$ cat src/rtl/nbb_pkg.sv
package nbb_pkg;

  localparam logic [31:0] OFS_DIESEL = 32'h0FFF_FFFC;
  localparam logic [31:0] OFS_STATUS = 32'h0FFF_FFF8;
  localparam logic [31:0] OFS_DATA   = 32'h0000_0000;
  localparam logic [31:0] OFS_CMD    = 32'h0000_0001;
  localparam logic [31:0] OFS_ADR    = 32'h0000_0002;

  typedef enum logic [2:0] {
    ACC_NONE, ACC_DIESEL, ACC_STATUS, ACC_DWR, ACC_CMD, ACC_ADR, ACC_DRD
  } acc_e;

  typedef enum logic [1:0] {SQ_IDLE, SQ_SETUP, SQ_LOW, SQ_HIGH} seq_e;

  function automatic acc_e classify(input logic [31:0] a, input logic wr, input logic rd);
    acc_e k;
    k = ACC_NONE;
    if (wr) begin
      if (a == OFS_DIESEL)    k = ACC_DIESEL;
      else if (a == OFS_DATA) k = ACC_DWR;
      else if (a == OFS_CMD)  k = ACC_CMD;
      else if (a == OFS_ADR)  k = ACC_ADR;
    end else if (rd) begin
      if (a == OFS_STATUS)    k = ACC_STATUS;
      else if (a == OFS_DATA) k = ACC_DRD;
    end
    return k;
  endfunction

  function automatic logic is_nand(input acc_e k);
    return (k == ACC_DWR) || (k == ACC_CMD) || (k == ACC_ADR) || (k == ACC_DRD);
  endfunction

  function automatic logic is_wcycle(input acc_e k);
    return (k == ACC_DWR) || (k == ACC_CMD) || (k == ACC_ADR);
  endfunction

  function automatic int larger(input int a, input int b);
    return (a > b) ? a : b;
  endfunction

endpackage

$ cat src/rtl/nbb_rb_sync.sv
module nbb_rb_sync #(
  parameter int WIDTH = 16
) (
  input  logic             clk,
  input  logic             rst_n,
  input  logic [WIDTH-1:0] async_in,
  output logic [WIDTH-1:0] sync_out
);
  logic [WIDTH-1:0] stage1;

  always_ff @(posedge clk or negedge rst_n) begin
    if (!rst_n) begin
      stage1   <= '0;
      sync_out <= '0;
    end else begin
      stage1   <= async_in;
      sync_out <= stage1;
    end
  end
endmodule

$ cat src/rtl/nbb_ce_decode.sv
module nbb_ce_decode #(
  parameter int NUM_DIE = 16,
  parameter int DATA_W  = 32
) (
  input  logic [DATA_W-1:0]  sel_word,
  output logic [NUM_DIE-1:0] ce_n
);
  for (genvar g = 0; g < NUM_DIE; g++) begin : g_ce
    assign ce_n[g] = (sel_word != DATA_W'(g));
  end
endmodule

$ cat src/rtl/nbb_strobe_seq.sv
module nbb_strobe_seq
  import nbb_pkg::*;
#(
  parameter int T_LOW  = 3,
  parameter int T_HIGH = 2
) (
  input  logic       clk,
  input  logic       rst_n,
  input  logic       start,
  input  acc_e       kind_in,
  input  logic [7:0] dbyte_in,
  output logic       cle,
  output logic       ale,
  output logic       we_n,
  output logic       re_n,
  output logic       oe,
  output logic [7:0] io_out,
  output logic       cap_en,
  output logic       done
);
  localparam int CNT_W = $clog2(larger(T_LOW, T_HIGH) + 1);
  localparam logic [CNT_W-1:0] LOW_LAST  = CNT_W'(T_LOW - 1);
  localparam logic [CNT_W-1:0] HIGH_LAST = CNT_W'(T_HIGH - 1);

  seq_e             st;
  logic [CNT_W-1:0] cnt;
  acc_e             kind;
  logic [7:0]       dbyte_q;

  always_ff @(posedge clk or negedge rst_n) begin
    if (!rst_n) begin
      st      <= SQ_IDLE;
      cnt     <= '0;
      kind    <= ACC_NONE;
      dbyte_q <= '0;
    end else begin
      case (st)
        SQ_IDLE: if (start) begin
          st      <= SQ_SETUP;
          kind    <= kind_in;
          dbyte_q <= dbyte_in;
        end
        SQ_SETUP: begin
          st  <= SQ_LOW;
          cnt <= LOW_LAST;
        end
        SQ_LOW: if (cnt == '0) begin
          st  <= SQ_HIGH;
          cnt <= HIGH_LAST;
        end else begin
          cnt <= cnt - 1'b1;
        end
        default: if (cnt == '0) st <= SQ_IDLE;
                 else cnt <= cnt - 1'b1;
      endcase
    end
  end

  logic active;
  assign active = (st != SQ_IDLE);
  assign cle    = active && (kind == ACC_CMD);
  assign ale    = active && (kind == ACC_ADR);
  assign oe     = active && is_wcycle(kind);
  assign we_n   = !((st == SQ_LOW) && is_wcycle(kind));
  assign re_n   = !((st == SQ_LOW) && (kind == ACC_DRD));
  assign io_out = dbyte_q;
  assign cap_en = (st == SQ_LOW) && (cnt == '0) && (kind == ACC_DRD);
  assign done   = (st == SQ_HIGH) && (cnt == '0);
endmodule

$ cat src/rtl/nand_bus_bridge.sv
module nand_bus_bridge
  import nbb_pkg::*;
#(
  parameter int ADDR_W  = 28,
  parameter int DATA_W  = 32,
  parameter int NUM_DIE = 16,
  parameter int T_LOW   = 3,
  parameter int T_HIGH  = 2
) (
  input  logic               clk,
  input  logic               rst_n,
  input  logic               host_sel,
  input  logic               host_wr,
  input  logic               host_rd,
  input  logic [ADDR_W-1:0]  host_addr,
  input  logic [DATA_W-1:0]  host_wdata,
  output logic [DATA_W-1:0]  host_rdata,
  output logic               host_ack,
  output logic               nf_cle,
  output logic               nf_ale,
  output logic               nf_we_n,
  output logic               nf_re_n,
  output logic [NUM_DIE-1:0] nf_ce_n,
  output logic [7:0]         nf_io_out,
  output logic               nf_io_oe,
  input  logic [7:0]         nf_io_in,
  input  logic [NUM_DIE-1:0] nf_rb
);
  logic               pending;
  logic               accept;
  acc_e               acc;
  logic               seq_start;
  logic               seq_cap;
  logic               seq_done;
  logic [NUM_DIE-1:0] rb_sync;
  logic [DATA_W-1:0]  die_sel;

  assign acc       = classify(32'(host_addr), host_wr, host_rd);
  assign accept    = host_sel && (host_wr || host_rd) && !pending && !host_ack;
  assign seq_start = accept && is_nand(acc);

  nbb_rb_sync #(.WIDTH(NUM_DIE)) i_rb_sync (
    .clk(clk), .rst_n(rst_n), .async_in(nf_rb), .sync_out(rb_sync)
  );

  nbb_ce_decode #(.NUM_DIE(NUM_DIE), .DATA_W(DATA_W)) i_ce_decode (
    .sel_word(die_sel), .ce_n(nf_ce_n)
  );

  nbb_strobe_seq #(.T_LOW(T_LOW), .T_HIGH(T_HIGH)) i_seq (
    .clk(clk), .rst_n(rst_n), .start(seq_start), .kind_in(acc),
    .dbyte_in(host_wdata[7:0]), .cle(nf_cle), .ale(nf_ale),
    .we_n(nf_we_n), .re_n(nf_re_n), .oe(nf_io_oe), .io_out(nf_io_out),
    .cap_en(seq_cap), .done(seq_done)
  );

  always_ff @(posedge clk or negedge rst_n) begin
    if (!rst_n) begin
      pending    <= 1'b0;
      host_ack   <= 1'b0;
      die_sel    <= '1;
      host_rdata <= '0;
    end else begin
      host_ack <= (accept && !is_nand(acc)) || seq_done;
      if (accept)        pending <= 1'b1;
      else if (host_ack) pending <= 1'b0;
      if (accept && acc == ACC_DIESEL) die_sel <= host_wdata;
      if (accept && acc == ACC_STATUS)
        host_rdata <= DATA_W'(rb_sync);
      else if (accept && acc == ACC_NONE && host_rd)
        host_rdata <= '0;
      else if (seq_cap)
        host_rdata <= DATA_W'(nf_io_in);
    end
  end
endmodule

$ cat config.mk
export PLATFORM = sky130hd
export DESIGN_NAME = nand_bus_bridge
export DESIGN_NICKNAME = d
export VERILOG_FILES = /design/src/rtl/nbb_pkg.sv /design/src/rtl/nbb_rb_sync.sv /design/src/rtl/nbb_ce_decode.sv /design/src/rtl/nbb_strobe_seq.sv /design/src/rtl/nand_bus_bridge.sv
export SDC_FILE = /design/constraint.sdc
export NUM_CORES = 1
export LEC_CHECK = 0
export ABC_CLOCK_PERIOD_IN_PS = 3840
export BUFFER_PORTS_ARGS = -buffer_cell sky130_fd_sc_hd__buf_2
export CELL_PAD_IN_SITES_DETAIL_PLACEMENT = 1
export CELL_PAD_IN_SITES_GLOBAL_PLACEMENT = 2
export CORE_ASPECT_RATIO = 1.75
export CORE_MARGIN = 2
export CORE_UTILIZATION = 35
export CTS_CLUSTER_SIZE = 25
export DETAILED_ROUTE_END_ITERATION = 12
export GPL_TIMING_DRIVEN = 1
export PLACE_DENSITY_LB_ADDON = 0.1
export RECOVER_POWER = 50
export SYNTH_ARGS = -nofsm -noshare
export SYNTH_HDL_FRONTEND = slang
export SYNTH_SLANG_ARGS = --single-unit
export TNS_END_PERCENT = 20
$ cat constraint.sdc
create_clock -name clk -period 3.84 [get_ports clk]
set_input_delay 0.192 -clock clk [delete_from_list [all_inputs] [get_ports clk]]
set_output_delay 0.192 -clock clk [all_outputs]
set_load 0.03 [all_outputs]
# Word level (Yosys, flattened, before mapping)
# Cells that the tools add are included.
[totals]
ff_bits = 113
input_bits = 89
out_inout_bits = 62
word_cells = 108
[op_classes]
add_sub_neg = 1
eq_ne = 35
muxes = 20
bitwise = 1
n_reduce_logical = 41
[ops]
columns = ["operator", "n"]
rows = [
  ["inequality test 32 x 4 -> 1 bit (second input constant)", 8],
  ["inequality test 32 x 3 -> 1 bit (second input constant)", 4],
  ["two-way mux 32 bit", 3],
  ["inequality test 32 x 2 -> 1 bit (second input constant)", 2],
  ["== test 28 bit (second input constant)", 2],
  ["inequality test 32 x 1 -> 1 bit (second input constant)", 1],
  ["nonzero test 32 bit", 1],
  ["== test 28 x 1 -> 1 bit (second input constant)", 1],
  ["== test 28 x 2 -> 1 bit (second input constant)", 1],
  ["zero test 28 bit", 1],
  ["two-way mux 3 bit", 8],
  ["== test 3 bit (second input constant)", 6],
  ["logical AND 1 bit", 17],
  ["case mux 2 bit (3 select lines)", 2],
  ["two-way mux 2 bit", 5],
  ["== test 3 x 2 -> 1 bit (second input constant)", 3],
  ["logical OR 1 bit", 7],
  ["nonzero test 3 bit", 2],
  ["zero test 1 bit", 5],
  ["== test 2 bit (second input constant)", 2],
  ["zero test 2 bit", 2],
  ["inequality test 2 x 1 -> 1 bit (second input constant)", 2],
  ["AND reduction 2 bit", 2],
  ["nonzero test 2 bit", 2],
  ["8 further kinds", 9],
]

# Longest topological paths before layout
[depth]
ltp_word = 13
mapped_depth = 9
ltp_nobuf = 7

# Hierarchy
# A second synthesis with hierarchy kept.
[unflattened]
hier_cells = 358
area_unflattened_um2 = 4575.6
[by_module_without_submodules]
columns = ["mod", "n_inst", "cells_per_inst", "area_per_inst_um2", "seq_area_each_um2"]
rows = [
  ["nand_bus_bridge", 1, 208, 2566.2, 1291.2],
  ["nbb_strobe_seq", 1, 67, 868.3, 375.4],
  ["nbb_rb_sync", 1, 32, 800.8, 800.8],
  ["nbb_ce_decode", 1, 51, 340.3, 0.0],
]

# Worst setup path before layout
# Ideal clock, no wire load.
[synth_path]
path_type = "register to register"
from = "reg i_seq.st[0]"
to = "reg host_rdata[10]"
setup_ps = 122
t_arrival_ps = 2091
required_ps = 3718
setup_slack_ps = 1628
stages_incl_launch_ff = 8
period_less_slack_ps = 2212
cell_sequence = "dfrtp_1 -> inv_1 -> ha_1 -> nand4b_1 -> or2_2 -> buf_1 -> clkbuf_1 -> a32o_1"
[synth_between]
elab_chain_len = 4
[synth_lines]
columns = ["item", "line", "source"]
rows = [
  ["from (decl)", "nbb_strobe_seq.sv:25", "seq_e st;"],
  ["from (signal assigned)", "nbb_strobe_seq.sv:32", "st <= SQ_IDLE;"],
  ["from (signal assigned)", "nbb_strobe_seq.sv:39", "st <= SQ_SETUP;"],
  ["from (signal assigned)", "nbb_strobe_seq.sv:44", "st <= SQ_LOW;"],
  ["== test 2 bit", "nbb_strobe_seq.sv:67", "assign cap_en = (st == SQ_LOW) && (cnt == '0) && (kind == ACC_DRD);"],
  ["logical AND 1 bit (2 in a row)", "nbb_strobe_seq.sv:67", ""],
  ["nonzero test 3 bit (no source line)", "-", ""],
  ["to (signal assigned)", "nand_bus_bridge.sv:69", "host_rdata <= DATA_W'(rb_sync);"],
  ["to (signal assigned)", "nand_bus_bridge.sv:73", "host_rdata <= DATA_W'(nf_io_in);"],
  ["to (decl)", "nand_bus_bridge.sv:17", "output logic [DATA_W-1:0] host_rdata,"],
]
# No other way between the ends.
# A chain may end at the register's enable or synchronous reset.

# Worst setup path after layout
[layout_path]
from = "reg pending"
to = "reg die_sel[1]"
[layout_between]
elab_chain_len = 4
[layout_lines]
columns = ["item", "line", "source"]
rows = [
  ["from (decl)", "nand_bus_bridge.sv:29", "logic pending;"],
  ["from (signal assigned)", "nand_bus_bridge.sv:59", "pending <= 1'b0;"],
  ["from (signal assigned)", "nand_bus_bridge.sv:65", "if (accept) pending <= 1'b1;"],
  ["from (signal assigned)", "nand_bus_bridge.sv:66", "else if (host_ack) pending <= 1'b0;"],
  ["zero test 1 bit", "nand_bus_bridge.sv:39", "assign accept = host_sel && (host_wr || host_rd) && !pending && !host_ack;"],
  ["logical AND 1 bit (2 in a row)", "nand_bus_bridge.sv:39", ""],
  ["logical AND 1 bit", "nand_bus_bridge.sv:67", "if (accept && acc == ACC_DIESEL) die_sel <= host_wdata;"],
  ["to (signal assigned)", "nand_bus_bridge.sv:67", ""],
  ["to (decl)", "nand_bus_bridge.sv:36", "logic [DATA_W-1:0] die_sel;"],
]
# No other way between the ends.

==> metrics.cfg <==
[outcome]
status=finished with violations
violations=max-capacitance violations, max-slew violations

[finish]
finalInstanceArea_um2=5620
postLayoutCoreUtil_pct=45.2
drive_above_1_share_pct=45.3
antennaDiodeCount=0
areaGrowthSynthToFinish_pct=27.0
nNetsFinal=588

[floorplanning]
die_h_um=153
core_area_um2=12400
num_io_pins=151
start_util_pct=35.6
die_area_um2=13600
rows=54
die_x_um=89.0

[synthesis]
yosys_warnings=0
syn_area_um2=4430
synthTopCellsByArea=dfrtp_1 (37%), dfstp_2 (19%), mux2_4 (10%), buf_4 (2.9%), mux2_1 (2.5%)
syn_inst=344
ys_ff_latch=97
ys.flop_type=dfrtp_1
synthTopCellsByCount=dfrtp_1 (65), dfstp_2 (32), mux2_4 (30), nand2_1 (25), buf_4 (17)
syn-mean-instance-area_um2=12.9
synth_edf_count=0
synth_top_cell_area_share_pct=36.7
synth_top_area_cell=dfrtp_1
async_flop_share_pct=100
ys_seq_area_share_pct=55.7
synth_most_common_cell=dfrtp_1
ys_types=56

[power_and_ir_drop]
power.internal_mw=1.65
pwr-share-comb_pct=14.0
p_leak_nw=2.56
ir_worst_vdd_uv=229
p_switching_uw=650
p_seq_share_pct=48.8
clock_power_share_pct=37.2
power.density_nw_per_um2=410
switching_share_pct=28.2

[grt]
grt_pass1_vias=3605
grt_max_degree=80
overflow=0
grt_pass1_wl_um=18000
grt_usage_pct=17.2
antenna_found_initial=0

[setup_path]
endpoint=die_sel[1]$_DFFE_PN1P_
r2r-start=pending$_DFFE_PN0P_
path_max_fanout=32
cp-startpoint=pending$_DFFE_PN0P_
r2r_setup_slack_ps=1390
critical_path_class=register to register
reg2reg_to=die_sel[1]$_DFFE_PN1P_
worstPathRequired_ps=4100
end_kind=register
worstPathArrival_ps=2710
critPathLaunchType=register
r2r.worst_path.cells=5

[sta]
final-max-slew-violation-count=80
rsz0062_at_grt=no
max_slew_margin_pct=-28.8
setup_tns_ps=0
finalClockSkew_ps=6.10
setup_violations=0
finalHoldViolCount=0
fmax_mhz=409
worst_slew_pin_slew_ps=1930
fin_crit_ps=2450
min_period_over_period_pct=63.7

[cts]
clkSlewWorstSetupHoldPaths_ps=70
post_cts_buffers=0
cts.root.buffer_cell=clkbuf_16
clock_latency_ps=340
cts_sinks=97
cts_buffer_depth=2
cts_made_buffers=9
cts_resized=0
cts_tree=yes
cts_hold_buf=16
cts_max_level=3

[detailed_routing]
drt_iter0_markers=108
via_per_inst=4.94
dr.pass1.iters=4
drc=0
vias=3285
wl_um=11100
ant_nets=0
wl_per_cell_um=16.7

[min_path]
worstHoldPathType=input port to register

[run]
cap_viol_max_count=1

[placement]
place_hpwl_um=8480
io_buffers=134
place_area_um2=5180
place.gp.congestion=0.752

-- how the worst min path moves through the flow --
| stage | start | to | slack [ps] | depth (start not counted) |
|---|---|---|---|---|
| 2_1_floorplan | rst_n | host_ack$_DFF_PN0_ | -100 | 0 |
| 3_3_place_gp | nf_rb[13] | i_rb_sync.stage1[13]$_DFF_PN0_ | 300 | 1 |
| 3_5_place_dp | nf_rb[15] | i_rb_sync.stage1[15]$_DFF_PN0_ | 300 | 1 |
| 4_1_cts | rst_n | i_seq.cnt[1]$_DFFE_PN0P_ | 50 | 1 |
| 5_1_grt | host_wdata[21] | die_sel[21]$_DFFE_PN1P_ | 70 | 2 |
| 6_report | host_wdata[20] | die_sel[20]$_DFFE_PN1P_ | 80 | 2 |
-- per-stage QoR --
step	power [mW]	hold slack [ps]	instances	setup WS, ps
3_3_place_gp	1.45	300	633	1210
3_5_place_dp	1.46	301	633	1170
4_1_cts	2.34	47.0	665	1320
5_1_grt	2.41	65.6	665	1160
2_1_floorplan	1.32	-104	359	1630
6_report	2.30	78.6	665	1390
-- power groups by stage --
stage                     combinational [mW]  clock, mW  sequential [mW]
final                                  0.322      0.855             1.12
after global routing                   0.348      0.935             1.13
after CTS                              0.330      0.887             1.13
after detailed placement               0.317          0             1.14
after global placement                 0.309          0             1.14
after floorplan                       0.0992          0             1.22
-- per-layer routing --
metal,vias up,routed length [um],track usage [%]
met5,-,0,0
met4,0,177,5.54
met3,11,489,3.41
met2,90,6300,31.7
met1,1654,4120,19.2
li1,1530,-,-
-- worst max-delay path, stage by stage (launching register included) --
cell and delay (ps):
dfrtp_1 380, nor3_1 430, nand2b_1 410, nor3_4 270
buf_4 490, mux2_1 380
-- cell usage in the layout, fill, tap and decap left out, types with 3 or more instances in the layout --
cell,instances
o32ai_1,8
clkbuf_16,9
nand4_1,13
nor4_1,13
nor2_1,14
nor4_2,3
ha_1,7
a32o_1,8
a2bb2oi_1,8
dfrtp_1,65
buf_2,130
dlygate4sd3_1,16
nand3_1,6
mux2_4,30
nand2b_1,3
o21ai_1,3
dfstp_2,32
clkbuf_1,4
nand3b_1,4
nor3b_1,3
inv_1,8
conb_1,16
buf_4,3
mux2_1,10
nand2_1,25
nor3_1,8
a21oi_1,5
-- state kept, by name (all words and copies together), names as in the netlist --
name                cells
pending                 1
i_seq.kind              3
i_rb_sync.sync_out     16
host_rdata             16
i_seq.cnt               2
host_ack                1
die_sel                32
i_rb_sync.stage1       16
i_seq.st                2
i_seq.io_out            8
-- cell type report --
cell class / instances / area (um2)
multi-input combinational: 222 / 1770
timing repair buffer: 154 / 853
fill: 1419 / 6810
sequential: 97 / 2470
tap: 168 / 210
clock buffer: 9 / 225
inverter: 8 / 30.0
clock inverter: 7 / 63.8
-- kinds of logic after synthesis --
group | after synthesis | synth area share (%)
AOI/OAI and AO/OA | 45 | 8.42
adders and majority gates | 7 | 1.98
buffers and inverters | 40 | 5.51
DFF | 97 | 55.7
muxes | 43 | 13.5
other | 1 | 0.0847
and+or+nand+nor | 111 | 14.8
Note: power is estimated with default switching activity, not from simulation.
